--- config.mk ---
export PLATFORM = sky130hd
export DESIGN_NAME = tick_match_timer
export DESIGN_NICKNAME = d
export VERILOG_FILES = /design/src/rtl/tmr_pkg.sv /design/src/rtl/tmr_ctrl.sv /design/src/rtl/tmr_datapath.sv /design/src/rtl/tick_match_timer.sv
export SDC_FILE = /design/constraint.sdc
export NUM_CORES = 1
export LEC_CHECK = 0
export BUFFER_PORTS_ARGS = -buffer_cell sky130_fd_sc_hd__buf_2
export CAP_MARGIN = 20
export CORE_MARGIN = 5
export CORE_UTILIZATION = 50
export CTS_BUF_LIST = sky130_fd_sc_hd__clkbuf_16
export DETAILED_ROUTE_END_ITERATION = 10
export GPL_TIMING_DRIVEN = 0
export PLACE_DENSITY = 0.76
export SETUP_SLACK_MARGIN = 0.3
export SLEW_MARGIN = 20
export SYNTH_ARGS = -nofsm -noshare
export SYNTH_HDL_FRONTEND = slang
export SYNTH_HIERARCHICAL = 1
export SYNTH_SLANG_ARGS = --single-unit
--- constraint.sdc ---
create_clock -name clk -period 2.6 [get_ports clk]
set_input_delay 0.13 -clock clk [delete_from_list [all_inputs] [get_ports clk]]
set_output_delay 0.13 -clock clk [all_outputs]
set_load 0.02 [all_outputs]
--- src/rtl/tmr_pkg.sv ---
package tmr_pkg;

  localparam int REG_NUM_COUNT   = 9;
  localparam int REG_NUM_COMPARE = 11;
  localparam int CAUSE_TIMER_BIT = 15;

  typedef enum logic [1:0] {
    RD_NONE    = 2'd0,
    RD_COUNT   = 2'd1,
    RD_COMPARE = 2'd2
  } rd_sel_e;

  typedef struct packed {
    logic    tick;
    logic    countLoad;
    logic    compareLoad;
    rd_sel_e rdSel;
  } tmr_strobe_t;

endpackage

--- src/rtl/tmr_ctrl.sv ---
module tmr_ctrl
  import tmr_pkg::*;
#(
  parameter int PRESCALE = 4,
  parameter int ADDR_W   = 5
) (
  input  logic              clk,
  input  logic              rstN,
  input  logic              regWrEn,
  input  logic [ADDR_W-1:0] regAddr,
  output tmr_strobe_t       strobe
);

  localparam int              DIV_W    = (PRESCALE > 1) ? $clog2(PRESCALE) : 1;
  localparam logic [DIV_W-1:0] DIV_LAST = DIV_W'(PRESCALE - 1);
  localparam logic [ADDR_W-1:0] ADDR_COUNT   = ADDR_W'(REG_NUM_COUNT);
  localparam logic [ADDR_W-1:0] ADDR_COMPARE = ADDR_W'(REG_NUM_COMPARE);

  logic [DIV_W-1:0] divCnt;
  logic             selCount;
  logic             selCompare;
  logic             tickNow;

  always_comb begin
    selCount   = (regAddr == ADDR_COUNT);
    selCompare = (regAddr == ADDR_COMPARE);
    tickNow    = (divCnt == DIV_LAST);
  end

  // prescaler: a counter load restarts the phase so the next step is PRESCALE cycles away
  always_ff @(posedge clk) begin
    if (!rstN) begin
      divCnt <= '0;
    end else if ((regWrEn && selCount) || tickNow) begin
      divCnt <= '0;
    end else begin
      divCnt <= divCnt + DIV_W'(1);
    end
  end

  always_comb begin
    strobe.tick        = tickNow;
    strobe.countLoad   = regWrEn && selCount;
    strobe.compareLoad = regWrEn && selCompare;
    if (selCount) begin
      strobe.rdSel = RD_COUNT;
    end else if (selCompare) begin
      strobe.rdSel = RD_COMPARE;
    end else begin
      strobe.rdSel = RD_NONE;
    end
  end

  AST_TICK_GAP: assert property (@(posedge clk) disable iff (!rstN)
    (strobe.tick && (PRESCALE > 1)) |=> !strobe.tick);

  AST_LOAD_PHASE: assert property (@(posedge clk) disable iff (!rstN)
    (strobe.countLoad && (PRESCALE > 1)) |=> !strobe.tick);

endmodule

--- src/rtl/tmr_datapath.sv ---
module tmr_datapath
  import tmr_pkg::*;
#(
  parameter int DATA_W = 32
) (
  input  logic              clk,
  input  logic              rstN,
  input  tmr_strobe_t       strobe,
  input  logic [DATA_W-1:0] regWrData,
  output logic [DATA_W-1:0] regRdData,
  output logic              timerIrq
);

  logic [DATA_W-1:0] countQ;
  logic [DATA_W-1:0] compareQ;
  logic [DATA_W-1:0] countStep;
  logic              irqQ;
  logic              matchNow;

  always_comb begin
    countStep = countQ + DATA_W'(1);
    // match only on a prescaler step; loads of either register mask it
    matchNow  = strobe.tick && !strobe.countLoad && !strobe.compareLoad &&
                (countStep == compareQ);
  end

  always_ff @(posedge clk) begin
    if (!rstN) begin
      countQ <= '0;
    end else if (strobe.countLoad) begin
      countQ <= regWrData;
    end else if (strobe.tick) begin
      countQ <= countStep;
    end
  end

  always_ff @(posedge clk) begin
    if (!rstN) begin
      compareQ <= '0;
    end else if (strobe.compareLoad) begin
      compareQ <= regWrData;
    end
  end

  always_ff @(posedge clk) begin
    if (!rstN) begin
      irqQ <= 1'b0;
    end else if (strobe.compareLoad) begin
      irqQ <= 1'b0;
    end else if (matchNow) begin
      irqQ <= 1'b1;
    end
  end

  always_comb begin
    unique case (strobe.rdSel)
      RD_COUNT:   regRdData = countQ;
      RD_COMPARE: regRdData = compareQ;
      default:    regRdData = '0;
    endcase
  end

  assign timerIrq = irqQ;

  AST_COUNT_STEP: assert property (@(posedge clk) disable iff (!rstN)
    (strobe.tick && !strobe.countLoad) |=> (countQ == $past(countQ) + DATA_W'(1)));

  AST_COUNT_HOLD: assert property (@(posedge clk) disable iff (!rstN)
    (!strobe.tick && !strobe.countLoad) |=> $stable(countQ));

  AST_IRQ_ON_MATCH: assert property (@(posedge clk) disable iff (!rstN)
    $rose(irqQ) |-> (countQ == compareQ));

  AST_IRQ_STICKY: assert property (@(posedge clk) disable iff (!rstN)
    (irqQ && !strobe.compareLoad) |=> irqQ);

  AST_ACK_CLEARS: assert property (@(posedge clk) disable iff (!rstN)
    strobe.compareLoad |=> !irqQ);

  AST_LOAD_NO_SET: assert property (@(posedge clk) disable iff (!rstN)
    (strobe.countLoad && !irqQ) |=> !irqQ);

endmodule

--- src/rtl/tick_match_timer.sv ---
module tick_match_timer
  import tmr_pkg::*;
#(
  parameter int PRESCALE = 4,
  parameter int DATA_W   = 32,
  parameter int ADDR_W   = 5
) (
  input  logic              clk,
  input  logic              rstN,
  input  logic              regWrEn,
  input  logic [ADDR_W-1:0] regAddr,
  input  logic [DATA_W-1:0] regWrData,
  output logic [DATA_W-1:0] regRdData,
  output logic              timerIrq
);

  tmr_strobe_t strobe;

  tmr_ctrl #(
    .PRESCALE(PRESCALE),
    .ADDR_W  (ADDR_W)
  ) u_ctrl (
    .clk    (clk),
    .rstN   (rstN),
    .regWrEn(regWrEn),
    .regAddr(regAddr),
    .strobe (strobe)
  );

  tmr_datapath #(
    .DATA_W(DATA_W)
  ) u_datapath (
    .clk      (clk),
    .rstN     (rstN),
    .strobe   (strobe),
    .regWrData(regWrData),
    .regRdData(regRdData),
    .timerIrq (timerIrq)
  );

  initial begin
    assert (PRESCALE >= 1) else $error("PRESCALE must be at least 1");
  end

endmodule

==> impl_metrics.csv <==
group,metric,value,unit
status,outcome,"finished clean",
placed_design,gp_congestion,0.971,
pwr,power,2430,µW
sta,fin_crit,2.28,ns
routing,drt_iter0_drc,460,
placed_design,hpwl,10900,µm
clock_tree,htreeDepth,3,
setup_path,worstSetupStartpointType,"register",
sta,finalHoldViolCount,0,
clock_tree,clockBufferDepth,2,
routing,wl,15000,µm
pwr,ir_worst_vdd,0.263,mV
grt,grt_pass1_vias,4631,
grt,grtUsageMet3,5.52,%
placed_design,place_inst,803,
synthesis,ys_warn_count,6,
clock_tree,clk_pin_slew_worst_paths,0.06,ns
sta,maxSlewViolCount,0,
clock_tree,clk_latency,0.33,ns
finish,drive_gt1_share,21.9,%
pwr,p_leak,0.00222,µW
clock_tree,ctsHoldBuffers,0,
die,die_w,108,µm
worst_hold_path,min_path_type,"input port to register",
sta,fmax,439,MHz
sta,maxSlewHeadroom,51.1,%
synthesis,synth_cell_types,54,
synthesis,synth_edf_count,0,
sta,setup_viol,0,
routing,drc_errors,0,
setup_path,crit_arrival,2.55,ns
synthesis,syn_inst,602,
setup_path,cp_max_fo,7,
routing,wl_per_cell,18.0,µm
sta,rsz0062_at_grt,"yes",
routing,via_per_inst,5.76,
die,start_util,51.5,%
grt,globalRouteMet2Util,43.6,%
finish,layout_common_cells,"buf_2, dfxtp_1, nand2_1",
synthesis,synth.avg_cell_area,7.95,µm²
run,cap_viol_max_count,0,
grt,antenna_found_initial,0,
finish,layout_commonest_cell,"buf_2",
die,core-area,9280,µm²
grt,gr-total-overflow,0,
clock_tree,cts_tree,"yes",
sta,post-route-period-util,87.6,%
clock_tree,clock-sinks,67,
finish,final_util,63.1,%
clock_tree,numCtsBuffers,9,
grt,grt_pass1_wl,23900,µm
synthesis,synth_area,4780,µm²
die,die-area,11600,µm²
die,num_rows,35,
finish,fin_nets,742,
sta,worst_slew_pin_slew,0.733,ns
die,ioPinCount,73,
setup_path,crit_path_end_kind,"register",
routing,ant_nets,0,
placed_design,port-buffer-count,72,
synthesis,async_flop_share,0,%
finish,n_antenna_cell,0,
synthesis,ys_ff_latch,67,
die,die_h,108,µm
synthesis,syn_nets,646,
sta,clock-skew-final,0.00791,ns
setup_path,path_class,"register to register",
grt,grt_util_all_layers,26.2,%
setup_path,worstPathRequired,2.87,ns
grt,top_usage_layer,"met2",
finish,area_delta_synth_final,22.5,%
routing,firstDrtPassIters,5,
synthesis,synth_flop_cell,"dfxtp_1",
synthesis,ys_seq_area_share,28.0,%
finish,stdcell_count,832,
pwr,power.density,414,nW/µm²
routing,vias,4796,
clock_tree,root_buffer,"clkbuf_16",
grt,groute.layer.met1.usage,33.7,%
grt,grt_max_degree,12,
==> where the power goes <==
group	leakage [µW]	switching [µW]	total, µW	internal [µW]
Sequential	0.000541	11.0	1050	1040
Combinational	0.00154	101	178	76.6
Clock	0.000141	469	1200	730
Total	0.00222	581	2430	1850
==> flip-flops by register name, indices dropped and copies added, names as in the netlist <==
register             count
u_datapath/countQ       32
u_ctrl/divCnt            2
u_datapath/compareQ     32
u_datapath/timerIrq      1
==> area by class of cell <==
cell class,count,area [µm²]
clock inverter,7,61.3
fill,852,3420
tap,129,161
inverter,5,18.8
clock buffer,9,225
buffer,55,279
sequential,67,1350
timing repair buffer,86,465
multi-input combinational,474,3310
==> worst paths after layout <==
| check | start | end | slack (ns) | cells past startpoint |
|---|---|---|---|---|
| max reg2reg | u_datapath/countQ[0] | u_datapath/timerIrq | 0.32 | 7 |
| min reg2reg | u_ctrl/divCnt[0] | u_ctrl/divCnt[0] | 0.43 | 1 |
| max | u_datapath/countQ[0] | u_datapath/timerIrq | 0.32 | 7 |
| min | regWrData[28] | u_datapath/compareQ[28] | 0.07 | 3 |
==> cells by family after synthesis <==
| family | share of synthesized area [%] |
|---|---|
| AO/OA/AOI/OAI | 13.1 |
| XOR/XNOR | 13.4 |
| adder cells (fa/ha/maj) | 1.05 |
| buffers and inverters | 5.75 |
| flip-flops | 28.0 |
| multiplexers | 7.32 |
| AND/OR/NAND/NOR | 31.4 |
==> routing by layer <==
layer,routed length (µm),up-vias
met4,243,0
met2,7200,231
li1,-,2298
met1,6290,2241
met3,1270,26
met5,0,-
==> critical path, stage by stage, from the launching register on <==
cell and delay [ns]:
dfxtp_1 0.38, clkbuf_4 0.23, and4_1 0.27, nand2_1 0.09
or4_1 0.55, a2111oi_2 0.44, nand4_1 0.14, o21ai_1 0.13
==> repair_timing <==
action	4_1_cts	5_1_grt
gates cloned	0	0
pin swaps	2	9
gates resized for setup	11	38
buffers inserted	4	10
setup endpoints to repair	11	26
==> stage by stage <==
stage,worst slack (ns),TNS [ns],cell area (µm²),hold slack (ns)
6_report,0.322,0,5860,0.0698
5_1_grt,0.255,0,5860,0.0850
4_1_cts,0.242,0,5670,0.0665
3_5_place_dp,-0.373,-0.380,5310,0.411
3_3_place_gp,-0.379,-0.379,5310,0.402
2_1_floorplan,0.402,0,4780,0.292
==> synthesized netlist by cell type (3+ instances only) <==
library cell	instances	area (µm²)
dfxtp_1	67	1340
nand2_1	50	188
nor2_1	46	173
and2_1	37	231
o21ai_0	37	185
xor2_1	37	324
xnor2_1	36	315
mux2i_1	35	350
nor2b_1	35	219
a22oi_1	32	240
clkbuf_1	32	120
nand3_1	23	115
nand4_1	20	125
buf_2	14	70.1
and3_1	11	68.8
nor3_1	8	40.0
a21oi_1	6	30.0
buf_4	5	37.5
inv_1	5	18.8
nor4_1	5	31.3
a31oi_1	4	25.0
ha_1	4	50.1
nand3b_1	4	30.0
a2111oi_0	3	26.3
and4_1	3	26.3
nor3b_1	3	22.5
or3_1	3	18.8
Note: power is estimated with default switching activity, not from simulation.
